File: config.mk
export PLATFORM = sky130hd
export DESIGN_NAME = cmdq_engine
export DESIGN_NICKNAME = d
export VERILOG_FILES = /design/src/rtl/cmdq_pkg.sv /design/src/rtl/cmdq_datapath.sv /design/src/rtl/cmdq_control.sv /design/src/rtl/cmdq_engine.sv
export SDC_FILE = /design/constraint.sdc
export NUM_CORES = 1
export LEC_CHECK = 0
export BUFFER_PORTS_ARGS = -buffer_cell sky130_fd_sc_hd__buf_2
export CORE_AREA = 2 2 117 164
export DETAILED_ROUTE_END_ITERATION = 6
export DIE_AREA = 0 0 119 166
export HOLD_SLACK_MARGIN = 0.1
export PLACE_DENSITY = 0.74
export REMOVE_ABC_BUFFERS = 1
export SLEW_MARGIN = 20
export SYNTH_ARGS = -nofsm -noshare
export SYNTH_HDL_FRONTEND = slang
export SYNTH_SLANG_ARGS = --single-unit
File: constraint.sdc
create_clock -name clk -period 4.5 [get_ports clk]
set_input_delay 0.225 -clock clk [delete_from_list [all_inputs] [get_ports clk]]
set_output_delay 0.225 -clock clk [all_outputs]
set_load 0.01 [all_outputs]
File: src/rtl/cmdq_pkg.sv
package cmdq_pkg;
  localparam int IDX_W      = 16;
  localparam int BEAT_BITS  = 128;
  localparam int BEAT_BYTES = BEAT_BITS / 8;
  localparam int CMD_BYTES  = 64;
  localparam int CPL_BYTES  = 16;
  localparam int BEATS      = CMD_BYTES / BEAT_BYTES;

  typedef struct packed {
    logic fetchReq;
    logic takeBeat;
    logic consumeSq;
    logic postReq;
    logic advanceCq;
  } cmdq_strobe_t;

  typedef enum logic [2:0] {
    ST_IDLE, ST_FETCH, ST_FWAIT, ST_EXEC, ST_POST, ST_PWAIT
  } cmdq_state_t;
endpackage

File: src/rtl/cmdq_datapath.sv
module cmdq_datapath
  import cmdq_pkg::*;
#(
  parameter int                SQ_DEPTH = 8,
  parameter int                CQ_DEPTH = 4,
  parameter int                ADDR_W   = 32,
  parameter logic [ADDR_W-1:0] SQ_BASE  = 'h1000,
  parameter logic [ADDR_W-1:0] CQ_BASE  = 'h2000,
  parameter logic [15:0]       QUEUE_ID = 16'h0003
) (
  input  logic                 clk,
  input  logic                 rstN,
  input  cmdq_strobe_t         strobe,
  input  logic [BEAT_BITS-1:0] memRdata,
  input  logic                 sqDbWr,
  input  logic [IDX_W-1:0]     sqDbValue,
  input  logic                 cqDbWr,
  input  logic [IDX_W-1:0]     cqDbValue,
  output logic                 sqPending,
  output logic                 cqFull,
  output logic                 lastBeat,
  output logic [ADDR_W-1:0]    memAddr,
  output logic [BEAT_BITS-1:0] memWdata,
  output logic                 irq,
  output logic                 dbErr
);
  localparam int BEAT_W     = (BEATS > 1) ? $clog2(BEATS) : 1;
  localparam int CMD_SHIFT  = $clog2(CMD_BYTES);
  localparam int CPL_SHIFT  = $clog2(CPL_BYTES);
  localparam int BEAT_SHIFT = $clog2(BEAT_BYTES);
  localparam int WORDS      = BEAT_BITS / 32;
  localparam logic [IDX_W-1:0] SQ_LAST = IDX_W'(SQ_DEPTH - 1);
  localparam logic [IDX_W-1:0] CQ_LAST = IDX_W'(CQ_DEPTH - 1);
  localparam logic [IDX_W:0]   SQ_LIM  = (IDX_W + 1)'(SQ_DEPTH);
  localparam logic [IDX_W:0]   CQ_LIM  = (IDX_W + 1)'(CQ_DEPTH);

  logic [IDX_W-1:0]  sqHead, sqTail, cqHead, cqTail;
  logic              phase;
  logic [BEAT_W-1:0] beatIdx;
  logic [7:0]        cmdOpcode;
  logic [15:0]       cmdCid;
  logic [31:0]       foldAcc, beatFold;
  logic              sqOk, cqOk;
  logic [14:0]       statusCode;
  logic [ADDR_W-1:0] fetchAddr, postAddr;

  function automatic logic [IDX_W-1:0] bump(input logic [IDX_W-1:0] idx,
                                            input logic [IDX_W-1:0] last);
    return (idx == last) ? '0 : idx + 1'b1;
  endfunction

  function automatic logic [31:0] foldBeat(input logic [BEAT_BITS-1:0] b);
    logic [31:0] r;
    r = '0;
    for (int i = 0; i < WORDS; i++) r ^= b[32*i +: 32];
    return r;
  endfunction

  assign sqOk      = {1'b0, sqDbValue} < SQ_LIM;
  assign cqOk      = {1'b0, cqDbValue} < CQ_LIM;
  assign sqPending = (sqHead != sqTail);
  assign cqFull    = (bump(cqTail, CQ_LAST) == cqHead);
  assign lastBeat  = (beatIdx == BEAT_W'(BEATS - 1));
  assign irq       = (cqTail != cqHead);
  assign beatFold  = foldBeat(memRdata);

  // Doorbell registers: each pointer written by a single agent
  always_ff @(posedge clk or negedge rstN) begin
    if (!rstN) begin
      sqTail <= '0;
      cqHead <= '0;
      dbErr  <= 1'b0;
    end else begin
      if (sqDbWr && sqOk) sqTail <= sqDbValue;
      if (cqDbWr && cqOk) cqHead <= cqDbValue;
      dbErr <= (sqDbWr && !sqOk) || (cqDbWr && !cqOk);
    end
  end

  // Engine-owned pointers and the command latch
  always_ff @(posedge clk or negedge rstN) begin
    if (!rstN) begin
      sqHead    <= '0;
      cqTail    <= '0;
      phase     <= 1'b1;
      beatIdx   <= '0;
      cmdOpcode <= '0;
      cmdCid    <= '0;
      foldAcc   <= '0;
    end else begin
      if (strobe.takeBeat) begin
        beatIdx <= lastBeat ? '0 : beatIdx + 1'b1;
        foldAcc <= ((beatIdx == '0) ? 32'h0 : foldAcc) ^ beatFold;
        if (beatIdx == '0) begin
          cmdOpcode <= memRdata[7:0];
          cmdCid    <= memRdata[31:16];
        end
      end
      if (strobe.consumeSq) sqHead <= bump(sqHead, SQ_LAST);
      if (strobe.advanceCq) begin
        cqTail <= bump(cqTail, CQ_LAST);
        if (cqTail == CQ_LAST) phase <= ~phase;
      end
    end
  end

  // Execution stub result and completion record
  assign statusCode = {14'b0, cmdOpcode[7]};
  assign memWdata   = {statusCode, phase, cmdCid, QUEUE_ID, sqHead, 32'h0, foldAcc};

  assign fetchAddr = SQ_BASE + (ADDR_W'(sqHead) << CMD_SHIFT)
                             + (ADDR_W'(beatIdx) << BEAT_SHIFT);
  assign postAddr  = CQ_BASE + (ADDR_W'(cqTail) << CPL_SHIFT);
  assign memAddr   = strobe.postReq ? postAddr : fetchAddr;

  p_fetch_covered_r1: assert property (@(posedge clk) disable iff (!rstN)
    strobe.fetchReq |-> sqPending);
  p_no_post_full_r7: assert property (@(posedge clk) disable iff (!rstN)
    strobe.postReq |-> !cqFull);
  p_phase_wrap_r6: assert property (@(posedge clk) disable iff (!rstN)
    (strobe.advanceCq && cqTail == CQ_LAST) |=> (phase != $past(phase)));
  p_bad_sq_db_r8: assert property (@(posedge clk) disable iff (!rstN)
    (sqDbWr && !sqOk) |=> ($stable(sqTail) && dbErr));
  p_bad_cq_db_r8: assert property (@(posedge clk) disable iff (!rstN)
    (cqDbWr && !cqOk) |=> ($stable(cqHead) && dbErr));
endmodule

File: src/rtl/cmdq_control.sv
module cmdq_control
  import cmdq_pkg::*;
#(
  parameter int EXEC_CYCLES = 3
) (
  input  logic         clk,
  input  logic         rstN,
  input  logic         sqPending,
  input  logic         cqFull,
  input  logic         lastBeat,
  input  logic         memRspValid,
  output cmdq_strobe_t strobe
);
  localparam int CNT_W = $clog2(EXEC_CYCLES + 1);

  cmdq_state_t state, nextState;
  logic [CNT_W-1:0] execCnt;

  always_comb begin
    strobe    = '0;
    nextState = state;
    unique case (state)
      ST_IDLE:  if (sqPending) nextState = ST_FETCH;
      ST_FETCH: begin
        strobe.fetchReq = 1'b1;
        nextState       = ST_FWAIT;
      end
      ST_FWAIT: if (memRspValid) begin
        strobe.takeBeat = 1'b1;
        if (lastBeat) begin
          strobe.consumeSq = 1'b1;
          nextState        = ST_EXEC;
        end else begin
          nextState = ST_FETCH;
        end
      end
      ST_EXEC:  if (execCnt == '0) nextState = ST_POST;
      ST_POST:  if (!cqFull) begin
        strobe.postReq = 1'b1;
        nextState      = ST_PWAIT;
      end
      ST_PWAIT: if (memRspValid) begin
        strobe.advanceCq = 1'b1;
        nextState        = ST_IDLE;
      end
      default:  nextState = ST_IDLE;
    endcase
  end

  always_ff @(posedge clk or negedge rstN) begin
    if (!rstN) begin
      state   <= ST_IDLE;
      execCnt <= '0;
    end else begin
      state <= nextState;
      if (strobe.consumeSq)                       execCnt <= CNT_W'(EXEC_CYCLES - 1);
      else if (state == ST_EXEC && execCnt != '0) execCnt <= execCnt - 1'b1;
    end
  end

  p_req_pulse_r4: assert property (@(posedge clk) disable iff (!rstN)
    (strobe.fetchReq || strobe.postReq) |=> !(strobe.fetchReq || strobe.postReq));
  p_post_after_fetch_r4: assert property (@(posedge clk) disable iff (!rstN)
    strobe.postReq |-> !sqPending || state == ST_POST);
endmodule

File: src/rtl/cmdq_engine.sv
module cmdq_engine
  import cmdq_pkg::*;
#(
  parameter int                SQ_DEPTH    = 8,
  parameter int                CQ_DEPTH    = 4,
  parameter int                ADDR_W      = 32,
  parameter logic [ADDR_W-1:0] SQ_BASE     = 'h1000,
  parameter logic [ADDR_W-1:0] CQ_BASE     = 'h2000,
  parameter logic [15:0]       QUEUE_ID    = 16'h0003,
  parameter int                EXEC_CYCLES = 3
) (
  input  logic              clk,
  input  logic              rstN,
  input  logic              sqDbWr,
  input  logic [15:0]       sqDbValue,
  input  logic              cqDbWr,
  input  logic [15:0]       cqDbValue,
  output logic              memReq,
  output logic              memWe,
  output logic [ADDR_W-1:0] memAddr,
  output logic [127:0]      memWdata,
  input  logic              memRspValid,
  input  logic [127:0]      memRdata,
  output logic              irq,
  output logic              dbErr
);
  cmdq_strobe_t strobe;
  logic sqPending, cqFull, lastBeat;

  cmdq_control #(.EXEC_CYCLES(EXEC_CYCLES)) i_control (
    .clk, .rstN, .sqPending, .cqFull, .lastBeat, .memRspValid, .strobe
  );

  cmdq_datapath #(
    .SQ_DEPTH(SQ_DEPTH), .CQ_DEPTH(CQ_DEPTH), .ADDR_W(ADDR_W),
    .SQ_BASE(SQ_BASE), .CQ_BASE(CQ_BASE), .QUEUE_ID(QUEUE_ID)
  ) i_datapath (
    .clk, .rstN, .strobe, .memRdata, .sqDbWr, .sqDbValue, .cqDbWr, .cqDbValue,
    .sqPending, .cqFull, .lastBeat, .memAddr, .memWdata, .irq, .dbErr
  );

  assign memReq = strobe.fetchReq | strobe.postReq;
  assign memWe  = strobe.postReq;

  p_irq_after_post_r4: assert property (@(posedge clk) disable iff (!rstN)
    $rose(irq) |-> $past(strobe.advanceCq));
endmodule

==> results list, run 1 <==
* Ordered cell list for the critical path: nand4_1, or4_1, and4b_1, a2111o_1, a211o_1, nor4_2, nor2_4, buf_4, mux2i_1, buf_2
- Startpoint of the most critical setup path: i_datapath.cqTail[5]
- Worst flop-to-flop path endpoint: i_control.state[0]
- The most critical setup path has its endpoint at memAddr[17].
* Routing usage on met1: 25.3%
- Combined area of the multi-input logic cells: 4490 um2
- Tightest slew margin relative to the limit: 44.8%
* Max stage delay on crit path: 0.66 ns
- Met3 demand-to-capacity share in global routing: 4.57%
- At the end of routability-driven placement, the weighted congestion stood at 0.918.
- Buffers inserted during post-CTS setup optimization: 0
- Floorplan die width: 119 um
* Final count of hold timing violations: 0
- During I/O placement, the number of pins put on the boundary was 329.
* Most common library cell in the layout ignoring fill and taps: buf_2
- Of the available clock period, the critical path in the final layout requires 94.8%.
- Placeable Area: 18400 um2
* CP Depth: 10
- Entering global routing, the biggest net connects 60 pins.
- Register-to-register path setup slack: 1.20 ns
* Final Critical Period: 4.26 ns
* Final HPWL DP: 16600 um
- CTS placed an instance of clkbuf_16 at the clock tree root.
* Net switching power of the design: 1.58 mW
* Setup repair after global routing missed its margin: no
* GRT overflow: 0
* Fraction of synthesized cell area taken by the top area cell type: 37.4%
- Crit Path Class: register to output port
- In this run the static leakage power is 4.95 nW.
* Post-synth design cell area: 8100 um2
* Critical Path Start Type: register
- The clock network is responsible for 32.1% of the overall power.
* Unique cell type count in the Yosys netlist: 57
- Counting the buffers created by CTS gives 17.
- Setup crit end kind: output port
- For the worst flop-to-flop path, the logic depth is 8.
- For this run, the number of Yosys warnings is 0.
- Sequential fraction of the synthesis area: 37.7%
- Antenna violations before repair: 0
- CTS H-Tree Depth: 4
- Global routing used 22.0% of the available tracks across all layers.
- Commonest cells after routing, fill and taps aside: buf_2, dfrtp_1, xnor2_1
- The synthesized design contains 122 register bits.
* Die Footprint: 19800 um2
- In the final routed layout, each cell accounts on average for 15.8 um.
- After clock tree synthesis, the clock-pin slew on the worst setup and hold paths is 0.06 ns.
- Port buffer count: 253
* Via density: 4.96
* Power per Cell Area: 453 nW/um2
- Final sum of negative setup slack: 0 ns
- Of all nets on the critical path, the largest fanout is 14.
- CP top delay family: simple AND/OR/NAND/NOR gates
- The final route contains 6804 vias.
* Drt initial violations: 403
- Before antenna repair, the detailed router went through 4 iterations.
- Maximum capacitance violations: 0
- Cell internal power was estimated by the tool at 3.02 mW.
- Static timing analysis puts the maximum clock frequency at 235 MHz.
* Routed wire length: 21600 um
* Post-Synthesis Cells: 860
- The clock arrives with 0.00524 ns of skew.
- In the final layout, the share of cells above drive strength 1 is 29.6%.
- Worst min-delay path class: primary input to asynchronous set/reset pin
- DR DRC count: 0
- In this run the critical register-to-register path is launched from i_datapath.cqTail[5].
* Primary flip-flop cell chosen by synthesis mapping: dfrtp_1
- Die Span Y: 166 um
- Worst endpoint data arrival time: 4.04 ns
- Summed over all instances, the cell type with the most area after synthesis is dfrtp_1.
- Setup violations remaining at the end of the flow were counted as 0.
- Grt met2 use: 39.2%
- Among all stages on the critical path, the largest delay is contributed by or4_1.
- In this run the most used layer during global routing was met2.
- Combinational share of power: 33.4%
- Number of global-route vias before repair: 6590
- Clk sinks: 122
* Result of the run: finished clean
- Post-synthesis average cell area: 9.42 um2
- Flip-flop and latch area: 3050 um2
- TritonCTS built the clock tree.
- Std cell rows: 59
- The number of buffers and inverters on the critical path is 2.
- # fillers: 1650
* Share of synthesized registers carrying an async set or reset: 100%
- Of the total power, registers draw 34.5%.
- Slew @ Worst Pin: 0.827 ns
- Once the floorplan was initialized, standard cells occupied 44.1% of the core.
- The number of antenna diodes in the final layout is 0.
- The first global-routing pass estimated 34000 um of wire.
- Number of flops mapped to enable cells by yosys: 0
* Area of all placed cells without fillers: 10100 um2
- Ranking of synthesized cells by area: dfrtp_1, xnor2_1, xor2_1
- In this run switching power makes up 34.3% of total power.
* Total placed instance area: 9260 um2
* Required @ worst endpoint: 4.28 ns
* Insertion delay of the later-clocked pin in the worst-skew pair: 0.41 ns
- Worst IR drop on VDD: 0.292 mV
* Post-synthesis to final-layout area growth: 25.2%
- Clock tree buffer depth: 2
* NumNets Final: 1287
* Final number of max-transition violations: 0
* DRT antenna net count: 0
-- sequential cells by signal, indices dropped and copies added, names as in the netlist --
signal                cells
i_datapath.foldAcc       32
i_datapath.cmdCid        16
i_datapath.sqHead        16
i_datapath.cqHead        16
i_control.state           3
i_datapath.cmdOpcode      1
i_datapath.phase          1
i_control.execCnt         2
i_datapath.cqTail        16
i_datapath.beatIdx        2
i_datapath.dbErr          1
i_datapath.sqTail        16
-- how the worst min path moves through the flow --
| stage | slack, ns | cells after the start | start | end |
|---|---|---|---|---|
| 2_1_floorplan | -0.07 | 0 | rstN | i_control.execCnt[0] |
| 3_3_place_gp | 0.05 | 1 | rstN | i_datapath.sqTail[11] |
| 3_5_place_dp | 0.05 | 1 | rstN | i_datapath.sqTail[15] |
| 4_1_cts | 0.18 | 2 | rstN | i_control.execCnt[0] |
| 5_1_grt | 0.20 | 2 | rstN | i_control.execCnt[0] |
| 6_report | 0.21 | 2 | rstN | i_control.execCnt[0] |
-- power by group through the flow --
stage,logic (mW),clock network [mW],registers (mW)
after floorplan,0.871,0,1.65
after global placement,1.51,0,1.59
after detailed placement,1.54,0,1.60
after CTS,1.56,1.50,1.58
after global routing,1.71,1.55,1.63
final,1.54,1.47,1.58
-- synth_stat cells, types with 8 or more instances --
| master | number |
|---|---|
| dfrtp_1 | 121 |
| xnor2_1 | 97 |
| o21ai_0 | 81 |
| buf_4 | 77 |
| xor2_1 | 77 |
| nand2_1 | 71 |
| clkbuf_1 | 43 |
| a22o_1 | 33 |
| and2_1 | 29 |
| nand3_1 | 25 |
| nor2_1 | 25 |
| mux2_2 | 22 |
| nor4_1 | 19 |
| inv_1 | 14 |
| nor3_1 | 13 |
| nand4_1 | 10 |
| mux2i_1 | 9 |
| and3_1 | 8 |
| ha_1 | 8 |
| mux2_4 | 8 |
-- metal layers --
metal  vias up  share of wire (%)  wire length (um)
li1       3293                  -                 -
met1      3194                 39              8490
met2       277                 52             11200
met3        40                6.0              1300
met4         0                3.1               660
met5         -                  0                 0
-- metrics by stage --
stage          std cells  hold slack, ns  utilization [%]  setup WS (ns)  total power [mW]
3_5_place_dp        1314          0.0527             50.4          0.538              3.14
6_report            1371           0.211             55.2          0.236              4.60
3_3_place_gp        1314          0.0530             50.4          0.656              3.10
2_1_floorplan        805         -0.0706                -          0.717              2.52
4_1_cts             1371           0.183             55.2         0.0719              4.65
5_1_grt             1371           0.198             55.2         0.0189              4.89
-- final cells by class --
cell class              instances  share of cell area [%]
clock inverters                10                    1.62
flip-flops and latches        122                    30.1
well taps                     244                    3.01
repair buffers                290                    15.9
clock buffers                  22                    4.67
inverters                      14                   0.518
multi-input cells             669                    44.2
-- logic make-up after synthesis --
kind of cell	count (synthesis)	share of synthesized area, %
DFF	122	37.7
AOI/OAI and AO/OA	144	11.4
adders and majority gates	8	1.24
other	2	0.0927
xor gates and xnor gates	174	18.8
and+or+nand+nor	228	14.6
buffers and inverters	142	10.4
muxes	40	5.79
-- timing repair --
item | CTS | global route
hold endpoints to repair | 61 | 0
endpoints found under the setup margin | 0 | 7
resized for setup | 0 | 1
hold buffers | 25 | 0
(Power assumes the default switching activity.)
==> run 2, diff against run 1 <==
- PLACE_DENSITY: 0.74 -> unset
- PLACE_DENSITY_LB_ADDON: unset -> 0.12
==> run 2 against run 1 <==
Effect of this change: clock power down 7%; combinational power about the same; non-clock buffer count down 1; hold slack better by 0.067 ns; utilization shrank 0.26 points; sequential share of layout area is 0.18 points higher; first-iteration DRC count down 19%; total power decreased by 2.6%; flip-flop and latch count did not move; wire length decreased by 1.1%; critical path depth up 1; worst setup slack got worse by 0.032 ns; highest routed layer unchanged.
==> results list, run 2 (same netlist as run 1, synthesis figures left out) <==
- The register containing the most flip-flops in the final layout was i_datapath.foldAcc (unchanged).
- Ordered cell list for the critical path: ha_1, nand3_1, or4_1, and4b_1, a2111o_1, a211o_1, nor4_2, nor2_4, buf_4, mux2_4, buf_2 (was nand4_1, or4_1, and4b_1, a2111o_1, a211o_1, nor4_2, nor2_4, buf_4, mux2i_1, buf_2).
* Number of global-route vias before repair: 6479 (was 6590)
- The highest attainable clock frequency came to 233 MHz (was 235 MHz).
- The antenna diode instance count is 0 (unchanged).
- The number of search-and-repair iterations in the first detailed-routing pass was 4 (unchanged).
- Clock slew seen by the registers of the worst setup and hold paths: 0.06 ns (about the same)
* Startpoint of the worst-slack reg-to-reg timing path: i_datapath.cqTail[10] (was i_datapath.cqTail[5])
* Most common library cell in the layout ignoring fill and taps: buf_2 (unchanged)
* Die Span Y: 166 um (unchanged)
- Commonest cells after routing, fill and taps aside: buf_2, dfrtp_1, xnor2_1 (unchanged).
* GRT overflow: 0 (unchanged)
- Routed wire length: 21400 um (was 21600 um)
- The total area of multi-input combinational cells came to 4490 um2 (about the same).
- Antenna violations before repair: 0 (unchanged)
- The relative max-transition margin came to 50.8% (was 44.8%).
- Final count of hold timing violations: 0 (unchanged)
- Worst min-delay path endpoint: i_datapath.foldAcc[14]
* DR DRC count: 0 (unchanged)
* Largest register FFs: 32 (unchanged)
- The max-capacitance violation count is 0 (unchanged).
- Clk sinks: 122 (unchanged)
- The TritonCTS buffer count is 17 (unchanged).
* Final sum of negative setup slack: 0 ns (unchanged)
* Starting Density: 44.1% (unchanged)
- The required time of the critical path is 4.28 ns (about the same).
- The final max-slew violation count is 0 (unchanged).
- Setup repair after global routing missed its margin: no (unchanged).
- The final cell count without fillers is 1370 (was 1371).
* Crit Path Class: register to output port (unchanged)
- Via density: 4.86 (was 4.96)
- The biggest fanout along the worst timing path was 13 (was 14).
- The detailed placement HPWL came to 16600 um (about the same).
* Std cell rows: 59 (unchanged)
- Flip-flop and latch area: 3060 um2 (was 3050 um2)
- The period utilization came to 95.5% (was 94.8%).
- Average routed wire per standard cell: 15.6 um (was 15.8 um)
- Total power draw: 4.48 mW (was 4.60 mW)
- The clock tree root buffer cell is clkbuf_16 (unchanged).
- Wire length of the first global-routing pass: 33700 um (was 34000 um)
- Along the worst hold path, the cell count comes to 4.
- Placer's final routability congestion estimate: 0.883 (was 0.918)
* Placeable Area: 18400 um2 (unchanged)
- The length in cells of the worst reg-to-reg path came to 9 (was 8).
* Insertion delay of the later-clocked pin in the worst-skew pair: 0.42 ns (was 0.41 ns)
- The number of levels in the clock H-tree is 4 (unchanged).
- Fraction of final layout cells sized beyond drive strength 1: 30.1% (was 29.6%)
- Result of the run: finished clean (unchanged).
- Worst setup slack before clock tree synthesis: 0.505 ns (was 0.538 ns)
- The growth of design area from synthesis to finish came to 24.7% (was 25.2%).
* DRT antenna net count: 0 (unchanged)
- Worst path slowest cell: or4_1 (unchanged)
* Final Critical Period: 4.30 ns (was 4.26 ns)
* Worst flop-to-flop path endpoint: i_control.state[0] (unchanged)
* Critical hold path startpoint: memRdata[14]
- The worst-case clock skew came to 0.0110 ns (was 0.00524 ns).
- Clock tree buffer depth: 2 (unchanged)
* Global Route Usage Sum: 21.7% (was 22.0%)
- The power density normalized to cell area is 443 nW/um2 (was 453 nW/um2).
* Boundary pin count: 329 (unchanged)
- Final worst setup slack: 0.204 ns (was 0.236 ns)
- Count of placed standard cells including taps: 1312 (was 1314)
* Worst IR drop on VDD: 0.232 mV (was 0.292 mV)
- The filler cell count came to 1746 (was 1650).
- Max stage delay on crit path: 0.55 ns (was 0.66 ns)
- Cell leakage power: 4.91 nW (was 4.95 nW)
* TritonCTS clock tree: built (unchanged)
* Drt initial violations: 325 (was 403)
- Port buffer count: 253 (unchanged)
- Setup crit end kind: output port (unchanged)
- Register-to-register path setup slack: 1.30 ns (was 1.20 ns)
* Total number of vias: 6665 (was 6804)
* Critical Path Start Type: register (unchanged)
* Worst min-delay path class: primary input to register (was primary input to asynchronous set/reset pin)
- The actual slew at the worst max-slew pin is 0.736 ns (was 0.827 ns).
* Largest net degree at the start of global routing: 66 (was 60)
- NumNets Final: 1286 (was 1287)
- The area of the die is 19800 um2 (unchanged).
- The die span in x was 119 um (unchanged).
- Worst endpoint data arrival time: 4.07 ns (was 4.04 ns)
- Total setup violations reported at the end of the flow: 0 (unchanged)
[run 2: changes by cell type in the layout (fill, tap and decap cells not counted), moves of 2 or more]
cell        before  now
bufinv_16        4    2
clkbuf_1         2    0
clkbuf_8         3    0
clkinv_4         2    4
clkinvlp_4       1    3
dfrtp_1        121  118
dfrtp_2          0    3
inv_6            1    5
[run 2: layer usage]
metal,global-route usage [%],part of all wire (%),up-vias
met5,0,0,-
met4,8.70,2.8,0
met3,5.08,5.8,38
met2,39.2,52,276
met1,24.6,39,3066
li1,-,-,3285
[run 2: worst max-delay path, delay by kind of cell (launching register included)]
kind,cells,cell delay [ns]
AND/OR/NAND/NOR,5,1.51
AO/OA/AOI/OAI,2,0.63
flip-flops,1,0.51
buffers and inverters,2,0.38
adder cells (fa/ha/maj),1,0.32
multiplexers,1,0.30
[run 2: final cells by class]
cell class	count	share of cell area [%]
multi-input combinational	669	44.5
clock buffer	17	4.21
clock inverter	15	1.65
inverter	14	0.520
timing repair buffer	289	15.9
tap	244	3.02
sequential	122	30.3
[run 2: worst max path at each step]
stage / startpoint / end / slack, ns
global route: i_datapath.cqTail[10] / memAddr[14] / 0.01
CTS: i_datapath.cqTail[0] / memAddr[14] / 0.05
detailed placement: i_datapath.cqTail[0] / memAddr[14] / 0.51
global placement: i_datapath.cqTail[0] / memAddr[9] / 0.58
finish: i_datapath.cqTail[10] / memAddr[14] / 0.20
floorplan: i_datapath.cqTail[0] / memAddr[4] / 0.72
[run 2: power breakdown]
part           internal [mW]  switching, mW  total (mW)
registers               1.34          0.252        1.59
clock network          0.825          0.540        1.36
logic                  0.701          0.820        1.52
[run 2: stage by stage]
step                      util [%]  area [um2]  hold WS, ns
after detailed placement      50.3        9240        0.255
after global routing          55.0       10100        0.293
final                         55.0       10100        0.279
after CTS                     54.8       10100        0.267
after global placement        50.3        9240        0.259
after floorplan                  -        7590      -0.0706
[run 2: what timing repair did]
item	in CTS	in global routing
endpoints found under the hold margin	64	0
hold buffers	25	0
setup buffers	0	1
endpoints found under the setup margin	0	15
gates resized for setup	0	5
